**src/rtl/link_frame_pkg.sv**
```systemverilog
package link_frame_pkg;

    // Frame geometry
    localparam int TAG_W     = 16;
    localparam int SLOT_W    = 20;
    localparam int NUM_SLOTS = 12;
    localparam int FRAME_W   = TAG_W + NUM_SLOTS * SLOT_W;
    localparam int POS_W     = $clog2(FRAME_W);

    // Payload widths
    localparam int ADDR_W  = 7;
    localparam int WDATA_W = 16;
    localparam int PCM_W   = SLOT_W;
    localparam int GPIO_W  = SLOT_W;

    // Slot numbers that carry a payload
    localparam int SLOT_CMD   = 1;
    localparam int SLOT_WDATA = 2;
    localparam int SLOT_LEFT  = 3;
    localparam int SLOT_RIGHT = 4;
    localparam int SLOT_GPIO  = 12;

    typedef enum logic [2:0] {
        ROLE_CMD,
        ROLE_WDATA,
        ROLE_LEFT,
        ROLE_RIGHT,
        ROLE_GPIO,
        ROLE_NONE
    } slot_role_e;

    typedef struct packed {
        logic               rd;
        logic [ADDR_W-1:0]  addr;
        logic [WDATA_W-1:0] wdata;
    } cmd_t;

    typedef struct packed {
        cmd_t                 cmd;
        logic [PCM_W-1:0]     left;
        logic [PCM_W-1:0]     right;
        logic [GPIO_W-1:0]    gpio;
        logic [NUM_SLOTS-1:0] valid;
    } frame_src_t;

    // Which payload a data slot carries
    function automatic slot_role_e role_of(input int k);
        case (k)
            SLOT_CMD:   return ROLE_CMD;
            SLOT_WDATA: return ROLE_WDATA;
            SLOT_LEFT:  return ROLE_LEFT;
            SLOT_RIGHT: return ROLE_RIGHT;
            SLOT_GPIO:  return ROLE_GPIO;
            default:    return ROLE_NONE;
        endcase
    endfunction

    // Index in the frame vector of the first (MSB) bit of data slot k.
    // Frame vector bit FRAME_W-1 is sent first.
    function automatic int slot_msb(input int k);
        return FRAME_W - 1 - TAG_W - SLOT_W * (k - 1);
    endfunction

endpackage

```
**src/rtl/link_frame_timer.sv**
```systemverilog
module link_frame_timer
    import link_frame_pkg::*;
#(
    parameter int FRAME_LEN = FRAME_W,
    parameter int SYNC_LEN  = TAG_W,
    localparam int PW       = $clog2(FRAME_LEN)
) (
    input  logic clk,
    input  logic rst,
    output logic load,
    output logic sync,
    output logic start
);

    localparam logic [PW-1:0] LAST_POS = PW'(FRAME_LEN - 1);
    localparam logic [PW-1:0] SYNC_END = PW'(SYNC_LEN);

    // Bit position currently on the serial line; reset to the last position
    // so that the first edge after reset opens a new frame.
    logic [PW-1:0] pos;
    logic [PW-1:0] pos_nxt;
    logic          wrap;

    always_comb begin
        wrap    = (pos == LAST_POS);
        pos_nxt = wrap ? '0 : pos + 1'b1;
    end

    assign load = wrap;

    always_ff @(posedge clk) begin
        if (rst) begin
            pos   <= LAST_POS;
            sync  <= 1'b0;
            start <= 1'b0;
        end else begin
            pos   <= pos_nxt;
            sync  <= (pos_nxt < SYNC_END);
            start <= wrap;
        end
    end

endmodule

```
**src/rtl/link_frame_builder.sv**
```systemverilog
module link_frame_builder
    import link_frame_pkg::*;
(
    input  frame_src_t         src,
    output logic [FRAME_W-1:0] frame
);

    localparam int PAD_W = TAG_W - NUM_SLOTS - 1;

    // Tag slot: frame-valid bit, one flag per data slot, then padding
    assign frame[FRAME_W-1] = |src.valid;
    assign frame[FRAME_W-2-NUM_SLOTS -: PAD_W] = '0;

    for (genvar k = 1; k <= NUM_SLOTS; k++) begin : g_slot
        localparam slot_role_e ROLE = role_of(k);
        localparam int         MSB  = slot_msb(k);

        logic [SLOT_W-1:0] raw;

        if (ROLE == ROLE_CMD) begin : g_cmd
            assign raw = {src.cmd.rd, src.cmd.addr, {(SLOT_W-1-ADDR_W){1'b0}}};
        end else if (ROLE == ROLE_WDATA) begin : g_wdata
            assign raw = {src.cmd.wdata, {(SLOT_W-WDATA_W){1'b0}}};
        end else if (ROLE == ROLE_LEFT) begin : g_left
            assign raw = src.left;
        end else if (ROLE == ROLE_RIGHT) begin : g_right
            assign raw = src.right;
        end else if (ROLE == ROLE_GPIO) begin : g_gpio
            assign raw = src.gpio;
        end else begin : g_none
            assign raw = '0;
        end

        assign frame[FRAME_W-1-k]  = src.valid[k-1];
        assign frame[MSB -: SLOT_W] = src.valid[k-1] ? raw : '0;
    end

endmodule

```
**src/rtl/link_frame_shifter.sv**
```systemverilog
module link_frame_shifter
    import link_frame_pkg::*;
#(
    parameter int WIDTH = FRAME_W
) (
    input  logic             clk,
    input  logic             rst,
    input  logic             load,
    input  logic [WIDTH-1:0] frame_in,
    output logic             sdata
);

    logic [WIDTH-1:0] shreg;

    always_ff @(posedge clk) begin
        if (rst) begin
            shreg <= '0;
            sdata <= 1'b0;
        end else if (load) begin
            sdata <= frame_in[WIDTH-1];
            shreg <= {frame_in[WIDTH-2:0], 1'b0};
        end else begin
            sdata <= shreg[WIDTH-1];
            shreg <= {shreg[WIDTH-2:0], 1'b0};
        end
    end

endmodule

```
**src/rtl/link_frame_tx.sv**
```systemverilog
module link_frame_tx
    import link_frame_pkg::*;
(
    input  logic                 clk,
    input  logic                 rst,
    input  logic                 cmd_rd,
    input  logic [ADDR_W-1:0]    cmd_addr,
    input  logic [WDATA_W-1:0]   cmd_wdata,
    input  logic [PCM_W-1:0]     pcm_left,
    input  logic [PCM_W-1:0]     pcm_right,
    input  logic [GPIO_W-1:0]    gpio_bits,
    input  logic [NUM_SLOTS-1:0] slot_valid,
    output logic                 link_sync,
    output logic                 link_sdata,
    output logic                 frame_start
);

    frame_src_t         src;
    logic [FRAME_W-1:0] frame_vec;
    logic               load;

    always_comb begin
        src.cmd.rd    = cmd_rd;
        src.cmd.addr  = cmd_addr;
        src.cmd.wdata = cmd_wdata;
        src.left      = pcm_left;
        src.right     = pcm_right;
        src.gpio      = gpio_bits;
        src.valid     = slot_valid;
    end

    link_frame_timer #(
        .FRAME_LEN (FRAME_W),
        .SYNC_LEN  (TAG_W)
    ) u_timer (
        .clk   (clk),
        .rst   (rst),
        .load  (load),
        .sync  (link_sync),
        .start (frame_start)
    );

    link_frame_builder u_builder (
        .src   (src),
        .frame (frame_vec)
    );

    link_frame_shifter #(
        .WIDTH (FRAME_W)
    ) u_shifter (
        .clk      (clk),
        .rst      (rst),
        .load     (load),
        .frame_in (frame_vec),
        .sdata    (link_sdata)
    );

endmodule

```
**config.mk**
```make
export PLATFORM = sky130hd
export DESIGN_NAME = link_frame_tx
export DESIGN_NICKNAME = d
export VERILOG_FILES = /design/src/rtl/link_frame_pkg.sv /design/src/rtl/link_frame_timer.sv /design/src/rtl/link_frame_builder.sv /design/src/rtl/link_frame_shifter.sv /design/src/rtl/link_frame_tx.sv
export SDC_FILE = /design/constraint.sdc
export NUM_CORES = 1
export LEC_CHECK = 0
export BUFFER_PORTS_ARGS = -buffer_cell sky130_fd_sc_hd__buf_2
export CAP_MARGIN = 20
export CORE_MARGIN = 3
export CORE_UTILIZATION = 60
export DETAILED_ROUTE_END_ITERATION = 7
export HOLD_SLACK_MARGIN = 0.15
export PLACE_DENSITY = 0.85
export SETUP_SLACK_MARGIN = 0.5
export SYNTH_ARGS = -nofsm -noshare
export SYNTH_HDL_FRONTEND = slang
export SYNTH_SLANG_ARGS = --single-unit
```
**constraint.sdc**
```tcl
create_clock -name clk -period 4.9 [get_ports clk]
set_clock_uncertainty 0.2 [all_clocks]
set_input_delay 0.49 -clock clk [delete_from_list [all_inputs] [get_ports clk]]
set_output_delay 0.49 -clock clk [all_outputs]
set_load 0.1 [all_outputs]
```
==> Word-level counts from Yosys, hierarchy flattened <==
Cells that the tools add are included.
{ "totals": {"reg_bits": 267, "in_bits": 98, "out_inout_bits": 3, "wordCells": 19} }
{ "classes": {"n_addsub": 1, "magnitude_cmp": 1, "n_eq_ne": 1, "n_mux": 8, "n_reduce_logical": 2} }
{ "ops": {"columns": ["op", "count"], "rows": [
  ["two-way mux 256 bit", 1],
  ["two-way mux 20 bit", 5],
  ["OR reduction 12 bit", 1],
  ["adder 8 x 1 -> 8 bit, second input constant", 1],
  ["equality test 8 bit, second input constant", 1],
  ["less-than comparator 8 x 5 -> 1 bit, second input constant", 1],
  ["two-way mux 8 bit", 1],
  ["OR reduction 2 bit", 1],
  ["two-way mux 1 bit", 1]
]} }

==> Longest topological paths before layout <==
Gate-level depths: netlist of the first run.
{ "depth": {"ltp_word": 3, "mapped_depth": 7} }

==> Hierarchy <==
A second synthesis of the first run with hierarchy kept.
{ "hier_totals": {"hier_cells": 1135, "area_unflattened_um2": 11631.2} }
{ "by_module_without_submodules": {"columns": ["mod", "n_inst", "cells_per_inst", "area_per_inst_um2", "seq_area_each_um2"], "rows": [
  ["link_frame_shifter", 1, 824, 9328.9, 5124.9],
  ["link_frame_builder", 1, 267, 1879.3, 0.0],
  ["link_frame_timer", 1, 44, 422.9, 200.2]
]} }

==> Worst setup path before layout of the first run <==
No wires, ideal clock.
{ "synth_timing": {"kind": "register to register", "start": "register u_timer.pos[0]", "end": "register u_shifter.shreg[212]", "setup_ns": 0.059, "arrival_time_ns": 1.560, "required_ns": 4.641, "path_slack_ns": 3.081, "stages_incl_launch_ff": 7, "path_buffers": 1, "synth_period_minus_slack_ns": 1.819, "cell_sequence": "dfxtp_1 > ha_1 > nor2b_1 > nand4_2 > nor2_2 > buf_2 > a22o_1"} }
{ "synth_between": {"elab_chain_len": 2} }
{ "synth_lines": {"columns": ["item", "line_no", "rtl"], "rows": [
  ["start: declaration", "link_frame_timer.sv:20", "logic [PW-1:0] pos;"],
  ["start signal: assignment", "link_frame_timer.sv:37", "pos <= pos_nxt;"],
  ["equality test 8 bit", "link_frame_timer.sv:25", "wrap = (pos == LAST_POS);"],
  ["two-way mux 256 bit", "link_frame_shifter.sv:19", "end else if (load) begin"],
  ["end signal: assignment", "link_frame_shifter.sv:21", "shreg <= {frame_in[WIDTH-2:0], 1'b0};"],
  ["end signal: assignment", "link_frame_shifter.sv:24", "shreg <= {shreg[WIDTH-2:0], 1'b0};"],
  ["end: declaration", "link_frame_shifter.sv:13", "logic [WIDTH-1:0] shreg;"]
]} }
No other way between the ends.
A chain may end at the register's enable or synchronous reset.

==> Worst setup path in the final report of the first run <==
{ "layout_timing": {"start": "register u_timer.pos[5]", "end": "register u_shifter.shreg[193]"} }
Same word-level chain as after synthesis.

==> results.txt, run 1 <==
crit path capture type: register
IR Drop Worst-Case VDD: 0.0003587 V
port bufs: 100
Vias: 5214
clk_lat worst skew: 0.51 ns
initial antenna violation count: 0
IO Count: 101
largest net degree at the start of global routing: 147
Fin. Hold Viols: 0
unrepaired setup endpoints after global routing: false
Core Area: 12670 µm²
Worst Tran Pin Value: 0.8443 ns
Synthesized Nets: 721
worst hold stages: 2
Leak: 4.465 nW
filler cell count: 621
Hold Path Origin: rst
Power, Total: 5.145 mW
CTS tree: yes
max-capacitance violation count: 0
Site Rows: 41
fin util: 79.98%
Fin Setup TNS: 0 ns
vias in the first global route: 5655
Die X: 120.0 µm
die area: 14400 µm²
CTS Buf Count: 25
Worst-path clk slew: 0.07 ns
Placer Congestion: 0.7417
fin nets: 907
PD cells: 507.6 nW/µm²
wire length per cell: 18.96 µm
vias per cell: 5.230
reg-to-reg startpoint: u_timer.pos[5]
Final min period: 2.718 ns
WP data arrival: 2.95 ns
average cell area after synthesis: 12.54 µm²
r2r endpoint: u_shifter.shreg[193]
Storage cell area: 5325 µm²
first-pass GRT wire length: 29610 µm
Total GRT Usage: 26.38%
crit start category: register
WS Path Type: reg2reg
worst hold path class: in2reg
Final HPWL DP: 8026 µm
Slew HR: 43.51%
final WL: 18900 µm
H-tree depth: 1
Starting DRT DRC Count: 290
Cell Area, Synth: 7800 µm²
CP Launch Point: u_timer.pos[5]
total grt overflow: 0
Synth Register Bits: 266
final worst path period share: 55.48%
Routed Antenna Nets: 0
TritonRoute pass-1 iters: 5
worst stage delay on the critical path: 0.48 ns
Max Clock Freq: 367.9 MHz
Synth Warn #: 0
Mapped Cells: 622
# setup viols final: 0
status: finished clean
R2R depth: 6
CP required: 5.13 ns
hold path endpoint: u_shifter.shreg[249]
Die Y-Extent: 120.0 µm
Sink Count: 266
drt drc: 0
clk buf depth: 3
ordered cell list for the critical path: and4_1 -> nand4_4 -> nor2b_4 -> buf_16 -> buf_4 -> a22o_1
synth-to-layout area growth: 29.93%
Antenna Cells: 0
Critical Path Slowest Stage Cell: nor2b_4
r2r setup slk: 2.18 ns
post-cts resize count: 0
worst-path fanout max: 47
Clock Root Buffer: clkbuf_16
distinct cell type count of the synthesized netlist: 35
sequential area share after synthesis: 68.27%
proportion of layout cells with a drive suffix above 1: 18.30%
Final Max Tran Viols: 0
area occupied by multi-input gates: 2200 µm²
Setup Fix Bufs, Post-CTS: 0
Starting Density: 61.56%
CTS Hold Bufs: 92
==> report_power, final <==
part	internal (mW)	total, mW	switching [mW]	leakage, nW
Clock	1.23	2.04	0.813	0.422
Combinational	0.281	0.702	0.421	1.90
Sequential	2.31	2.40	0.0906	2.15
==> per-stage QoR <==
step                      worst slack, ns  std cells  hold WS, ns  instance area (µm²)
after floorplan                     3.081        622       0.2033                 7800
after CTS                           2.031        996       0.1605                10110
after global placement              2.241        858       0.2076                 8302
final                               2.182        997       0.1854                10130
after detailed placement            2.041        860       0.2117                 8320
after global routing                2.056        997       0.1863                10130
==> sequential cells by signal (all words and copies together) (netlist names) <==
register and count:
u_shifter.shreg 255, u_timer.pos 8, u_shifter.sdata 1, u_timer.start 1, u_timer.sync 1
==> placed cells by master, fill, tap and decap left out, types with 2 or more instances in the layout <==
cell / Yosys / final
bufinv_16: 0 / 4
and2_1: 159 / 159
clkinv_2: 0 / 2
clkbuf_16: 0 / 25
mux2i_1: 8 / 8
xnor2_1: 3 / 3
a221oi_1: 2 / 2
and4_1: 2 / 2
nor4_1: 3 / 3
a21o_1: 9 / 9
nand2b_1: 3 / 3
buf_4: 2 / 3
nand3_1: 3 / 3
dlygate4sd3_1: 0 / 92
nand2_1: 4 / 4
buf_2: 13 / 100
clkbuf_8: 0 / 5
dfxtp_1: 266 / 266
clkbuf_1: 1 / 6
nor2b_1: 2 / 2
inv_1: 7 / 7
a22o_1: 83 / 83
nor2_1: 13 / 13
o21ai_0: 2 / 2
==> layout make-up <==
| class | instances | share of cell area (%) |
|---|---|---|
| Clock buffer | 36 | 7.074 |
| Clock inverter | 8 | 1.469 |
| Inverter | 7 | 0.2593 |
| Multi-Input combinational cell | 310 | 21.70 |
| Sequential cell | 266 | 52.54 |
| Tap cell | 172 | 2.123 |
| Timing Repair Buffer | 198 | 14.83 |
==> cells by family after synthesis <==
group | after synthesis | share of synthesized area [%]
buffers and inverters | 46 | 3.529
adders and majority gates | 1 | 0.1604
and+or+nand+nor | 198 | 15.75
xor gates and xnor gates | 4 | 0.4492
DFF | 266 | 68.27
muxes | 8 | 1.027
AOI/OAI and AO/OA | 99 | 10.81
==> critical path: cells and delay by family (launching register included) <==
kind | cells | cell delay, ns
AND/OR/NAND/NOR | 3 | 1.06
flip-flops | 1 | 0.36
buffers and inverters | 2 | 0.70
AO/OA/AOI/OAI | 1 | 0.31
==> cell usage after synthesis <==
master,number,area [µm²]
dfxtp_1,266,5325
and2_1,159,994.7
a22o_1,83,727.0
clkbuf_2,15,75.07
buf_2,13,65.06
nor2_1,13,48.80
a21o_1,9,67.56
buf_6,8,90.09
mux2i_1,8,80.08
inv_1,7,26.28
nand2_1,4,15.01
nand2b_1,3,18.77
nand3_1,3,15.01
nor4_1,3,18.77
xnor2_1,3,26.28
a221oi_1,2,17.52
and4_1,2,17.52
buf_4,2,15.01
nor2b_1,2,12.51
o21ai_0,2,10.01
a21oi_1,1,5.000
a31o_2,1,8.760
and3_1,1,6.260
clkbuf_1,1,3.750
ha_1,1,12.51
nand4_2,1,12.51
nand4_4,1,21.27
nor2_2,1,6.260
nor2b_4,1,13.76
nor3_1,1,5.000
nor3b_1,1,7.510
o31ai_1,1,7.510
or2_2,1,6.260
or3b_2,1,8.760
xor2_1,1,8.760
==> metal layers <==
| metal | global-route usage [%] | routed length (µm) | up-vias |
|---|---|---|---|
| met1 | 29.05 | 7025 | 2476 |
| met3 | 4.336 | 888 | 91 |
| met4 | 16.75 | 1277 | 0 |
| li1 | - | - | 2439 |
| met5 | 0 | 0 | - |
| met2 | 47.03 | 9713 | 208 |
==> how the worst max path moves through the flow <==
stage,endpoint,slack [ns]
finish,u_shifter.shreg[193],2.18
global route,u_shifter.shreg[189],2.06
CTS,u_shifter.shreg[207],2.03
detailed placement,u_shifter.shreg[207],2.04
global placement,u_shifter.shreg[172],2.24
floorplan,u_shifter.shreg[212],3.08
(Power assumes the default switching activity.)
==> inputs of run 2 (changes only) <==
CORE_UTILIZATION = 50   (was 60)
PLACE_DENSITY = 0.76   (was 0.85)
clock period = 2.2 ns   (was 4.9 ns; I/O delays follow)
==> results.txt, run 2 (synthesis gave the netlist of run 1 again) <==
M2 GR Usage: 37.26% (-9.8 points)
wire length per cell: 19.99 µm (+5.4%)
Site Rows: 45 (+9.8%)
pre-CTS setup slack: 0.3070 ns (-1.734 ns)
Sink Count: 266 (unchanged)
crit path to: u_shifter.shreg[205]
flip-flop count of the largest register after layout: 255 (unchanged)
final WL: 21500 µm (+14%)
Placer Congestion: 0.7569 (+2.0%)
Starting DRT DRC Count: 362 (+25%)
CP required: 2.39 ns (-2.74 ns)
WS Path Type: reg2reg
Fin Setup TNS: 0 ns (unchanged)
GRT Max-Usage Layer: met2
worst stage delay on the critical path: 0.38 ns (-0.10 ns)
unrepaired setup endpoints after global routing: true
critical path buffer and inverter count: 2 (unchanged)
clk_lat worst skew: 0.51 ns (about the same)
Core Area: 15260 µm² (+20%)
Reg power frac: 45.4% (-1.3 points)
fin nets: 949 (+4.6%)
# setup viols final: 0 (unchanged)
r2r endpoint: u_shifter.shreg[205]
total grt overflow: 0 (unchanged)
IO Count: 101 (unchanged)
Top Family by Delay on Critical Path: simple AND/OR/NAND/NOR gates
worst hold path class: in2reg
area occupied by multi-input gates: 2272 µm² (+3.3%)
R2R depth: 6 (unchanged)
die area: 17130 µm² (+19%)
Storage cell area: 5345 µm² (+0.38%)
Top Registers: u_shifter.shreg x255, u_timer.pos x8
initial antenna violation count: 1 (+1)
max-capacitance violation count: 0 (unchanged)
final worst path period share: 84.08% (+29 points)
Worst-path clk slew: 0.07 ns (about the same)
first-pass GRT wire length: 27830 µm (-6.0%)
Final min period: 1.850 ns (-0.8686 ns)
most common cell after layout, fill and taps aside: dfxtp_1
synth-to-layout area growth: 39.22%
Total GRT Usage: 20.55% (-5.8 points)
r2r setup slk: 0.35 ns (-1.83 ns)
Die Y-Extent: 130.9 µm (+9.1%)
Vias: 5582 (+7.1%)
Worst Tran Pin Value: 0.6596 ns (-0.1847 ns)
Die X: 130.9 µm (+9.1%)
net switching power: 3.263 mW (+150%)
GR Util met3: 4.106% (-0.23 points)
CP Depth: 6 (unchanged)
H-tree depth: 1 (unchanged)
Slew HR: 55.88% (+12 points)
Final WS setup: 0.3502 ns (-1.831 ns)
proportion of layout cells with a drive suffix above 1: 23.90% (+5.6 points)
clk buf depth: 3 (unchanged)
CTS Buf Count: 25 (unchanged)
PD cells: 1093 nW/µm² (+120%)
Biggest register: u_shifter.shreg
CP Launch Point: u_timer.pos[4]
dpl cell area: 8438 µm² (+1.4%)
worst-path fanout max: 11 (-77%)
reg-to-reg startpoint: u_timer.pos[4]
Final HPWL DP: 8197 µm (+2.1%)
IR Drop Worst-Case VDD: 0.0006743 V (+88%)
Starting Density: 51.12% (-10 points)
ordered cell list for the critical path: and4_4 -> nand4_4 -> nor2b_4 -> buf_12 -> clkbuf_16 -> a22o_1
Max Clock Freq: 540.6 MHz (+47%)
Clk pwr share: 33.2% (-6.5 points)
Clock Root Buffer: clkbuf_16
Int Pwr: 8.610 mW (+130%)
status: finished clean
fin area: 10860 µm² (+7.1%)
vias per cell: 5.188 (-0.80%)
worst hold slack: 0.1780 ns (-0.007467 ns)
Leak: 4.752 nW (+6.4%)
CTS tree: yes
largest net degree at the start of global routing: 95 (-35%)
filler cell count: 889 (+43%)
switching part of the total: 27.48% (+1.7 points)
vias in the first global route: 5450 (-3.6%)
crit path capture type: register
Comb pwr share: 21.4% (+7.8 points)
drt drc: 0 (unchanged)
commonest cells after routing, fill and taps aside: dfxtp_1, and2_1, buf_2
TritonRoute pass-1 iters: 5 (unchanged)
port bufs: 100 (unchanged)
Critical Path Slowest Stage Cell: dfxtp_4
Fin. Hold Viols: 0 (unchanged)
Final Max Tran Viols: 0 (unchanged)
crit start category: register
Routed Antenna Nets: 0 (unchanged)
GR Layer Usage met1: 24.20% (-4.8 points)
WP data arrival: 2.04 ns (-0.91 ns)
## run 2: cell count changes in the layout (fill, tap and decap cells not counted), sizes merged
cell	delta
buf	+22
bufinv	-4
clkbuf	+10
clkinv	+5
clkinvlp	-1
diode	+3
dlygate4sd3	+6
inv	-1
## run 2: repair_timing
action / 4_1_cts / 5_1_grt
hold buffers: 98 / 0
gates cloned: 1 / 23
pin swaps: 1 / 47
setup endpoints to repair: 250 / 235
setup buffers: 2 / 7
resized for setup: 10 / 39
endpoints found under the hold margin: 106 / 0
## run 2: layout make-up
class	count	area share, %
antenna	3	0.06913
clock buffer	32	6.280
clock inverter	7	0.3226
inverter	7	0.2420
multi-input combinational	310	20.92
sequential	266	49.22
tap	211	2.431
timing repair buffer	240	20.51
## run 2: worst min-delay path by stage
stage | from | end | slack, ns | depth (start not counted)
global placement | u_shifter.shreg[251] | u_shifter.shreg[252] | 0.21 | 1
floorplan | pcm_right[0] | u_shifter.shreg[161] | 0.15 | 1
detailed placement | u_shifter.shreg[123] | u_shifter.shreg[124] | 0.21 | 1
finish | rst | u_shifter.shreg[1] | 0.18 | 4
CTS | rst | u_shifter.shreg[1] | 0.15 | 4
global route | rst | u_shifter.shreg[1] | 0.19 | 4
## run 2: tightest hold or removal path, cell delays in order
cell and delay [ns]:
buf_2 0.14, nor2b_4 0.06, and4_1 0.23, and3_1 0.18
## run 2: layer usage
metal	up-vias	wire, µm
li1	2529	-
met5	-	0
met1	2708	8378
met3	76	1186
met4	0	852
met2	269	11090
## run 2: metrics by stage
stage	utilization (%)	total power [mW]	std cells
floorplan	-	6.552	622
global placement	55.30	6.703	903
detailed placement	55.30	6.787	903
CTS	66.96	10.83	1043
global route	71.14	12.22	1074
finish	71.17	11.87	1076
## run 2: power by group through the flow
stage | Combinational (mW) | Clock (mW) | Sequential (mW)
6_report | 2.54 | 3.94 | 5.39
5_1_grt | 2.67 | 4.15 | 5.40
4_1_cts | 1.60 | 3.89 | 5.34
3_5_place_dp | 1.36 | 0 | 5.43
3_3_place_gp | 1.29 | 0 | 5.41
2_1_floorplan | 1.08 | 0 | 5.47
==> inputs of run 3 (changes only) <==
clock period = 1.6 ns   (was 2.2 ns; I/O delays follow)
==> results.txt, run 3 (synthesis gave the netlist of run 1 again) <==
status: complete, but fails checks
IO Count: 101 (unchanged)
flip-flop count of the largest register after layout: 255 (unchanged)
CTS Hold Bufs: 97 (-1.0%)
Site Rows: 45 (unchanged)
TritonRoute pass-1 iters: 5 (unchanged)
Routed Antenna Nets: 0 (unchanged)
CP required: 1.84 ns (-0.55 ns)
crit path capture type: register
failing checks: negative hold slack, negative setup slack
Final HPWL DP: 8516 µm (+3.9%)
Top Registers: u_shifter.shreg x255, u_timer.pos x8
dpl cell area: 8737 µm² (+3.5%)
crit path to: u_shifter.shreg[199]
max-capacitance violation count: 0 (unchanged)
Storage cell area: 5336 µm² (-0.16%)
fin area: 11240 µm² (+3.5%)
wire length per cell: 20.46 µm (+2.4%)
Worst-path clk slew: 0.07 ns (about the same)
Starting DRT DRC Count: 382 (+5.5%)
filler cell count: 841 (-5.4%)
CP Launch Point: u_timer.pos[1]
Die Y-Extent: 130.9 µm (unchanged)
R2R depth: 7 (+1)
Vias: 5679 (+1.7%)
vias per cell: 5.167 (-0.39%)
Placer Congestion: 0.7553 (-0.21%)
die area: 17130 µm² (unchanged)
vias in the first global route: 5631 (+3.3%)
synth-to-layout area growth: 44.15%
Fin. Hold Viols: 3 (+3)
Die X: 130.9 µm (unchanged)
area occupied by multi-input gates: 2395 µm² (+5.4%)
CTS Buf Count: 25 (unchanged)
Worst Tran Pin Value: 0.4040 ns (-0.2556 ns)
# setup viols final: 250 (+250)
IR Drop Worst-Case VDD: 0.001179 V (+75%)
fin nets: 968 (+2.0%)
H-tree depth: 1 (unchanged)
Slew HR: 72.82% (+17 points)
drt drc: 0 (unchanged)
WS Path Type: reg2reg
r2r setup slk: -0.20 ns (-0.55 ns)
r2r endpoint: u_shifter.shreg[199]
Final Max Tran Viols: 0 (unchanged)
clk_lat worst skew: 0.51 ns (about the same)
Final WS setup: -0.1976 ns (-0.5478 ns)
Clock Root Buffer: clkbuf_16
unrepaired setup endpoints after global routing: true
first-pass GRT wire length: 27920 µm (+0.32%)
GR Util met3: 3.537% (-0.57 points)
worst hold slack: -0.1324 ns (-0.3103 ns)
PD cells: 1546 nW/µm² (+41%)
final WL: 22490 µm (+4.6%)
Leak: 4.947 nW (+4.1%)
M2 GR Usage: 35.88% (-1.4 points)
GRT Max-Usage Layer: met2
Total GRT Usage: 20.63% (+0.078 points)
Starting Density: 51.12% (unchanged)
dpl cells: 927 (+2.7%)
reg-to-reg startpoint: u_timer.pos[1]
initial antenna violation count: 1 (unchanged)
crit start category: register
proportion of layout cells with a drive suffix above 1: 29.99% (+6.1 points)
most common cell after layout, fill and taps aside: dfxtp_1
largest net degree at the start of global routing: 88 (-7.4%)
total grt overflow: 0 (unchanged)
WP data arrival: 2.04 ns (about the same)
worst-path fanout max: 10 (-1)
Final min period: 1.798 ns (-0.05221 ns)
final worst path period share: 112.3% (+28 points)
Max Clock Freq: 556.3 MHz (+2.9%)
Core Area: 15260 µm² (unchanged)
GR Layer Usage met1: 24.06% (-0.14 points)
post-route insts no fill: 1099 (+2.1%)
Biggest register: u_shifter.shreg
port bufs: 100 (unchanged)
clk buf depth: 3 (unchanged)
worst hold path class: in2reg
commonest cells after routing, fill and taps aside: dfxtp_1, and2_1, dlygate4sd3_1, buf_2, a22o_1
CTS tree: yes
Sink Count: 266 (unchanged)
## run 3: worst min-delay path by stage
stage / start / to / cells after the start
2_1_floorplan: pcm_right[0] / u_shifter.shreg[161] / 1
3_3_place_gp: gpio_bits[7] / u_shifter.shreg[8] / 2
3_5_place_dp: gpio_bits[19] / u_shifter.shreg[20] / 2
4_1_cts: rst / u_timer.pos[7] / 3
5_1_grt: rst / u_timer.pos[7] / 3
6_report: rst / u_timer.pos[7] / 3
## run 3: power breakdown
part	total, mW	leakage [nW]	switching [mW]	internal, mW
combinational	3.98	2.38	1.92	2.06
sequential	7.35	2.15	0.263	7.09
clock	6.04	0.416	2.52	3.53
## run 3: per-layer routing
layer  wire [µm]  up-vias
met5           0        -
met4        1414        0
met3        1087      113
met2       11360      258
met1        8628     2738
li1            -     2570
## run 3: final cells by class
type / count / area share (%)
clock buffers: 36 / 6.555
repair buffers: 259 / 21.18
multi-input cells: 310 / 21.30
well taps: 211 / 2.348
flip-flops and latches: 266 / 47.46
diodes: 1 / 0.02226
clock inverters: 9 / 0.9014
inverters: 7 / 0.2337
## run 3: worst max-delay path: stages, from the launching register on
cell and delay, ns:
dfxtp_2 0.35, ha_4 0.18, nor2b_4 0.18, nand4_2 0.10, buf_6 0.17, nor2_4 0.19
clkbuf_16 0.19, a22o_1 0.17
## run 3: what timing repair did
item	in CTS	in global routing
endpoints found under the hold margin	121	25
setup buffers	3	10
endpoints found under the setup margin	269	269
pin swaps	4	45
cloned	0	16
resized for setup	22	59
## run 3: stage by stage
| step | TNS (ns) | util (%) | power, mW | hold slack, ns | setup WS, ns |
|---|---|---|---|---|---|
| 2_1_floorplan | -21.98 | - | 9.095 | 0.08548 | -0.1141 |
| 3_3_place_gp | -5.731 | 57.26 | 9.679 | 0.1704 | -0.08492 |
| 3_5_place_dp | -16.99 | 57.26 | 9.807 | 0.1740 | -0.1646 |
| 4_1_cts | -6.350 | 69.74 | 16.02 | -0.1414 | -0.09150 |
| 5_1_grt | -34.57 | 73.69 | 17.89 | -0.1477 | -0.2461 |
| 6_report | -25.00 | 73.69 | 17.38 | -0.1324 | -0.1976 |
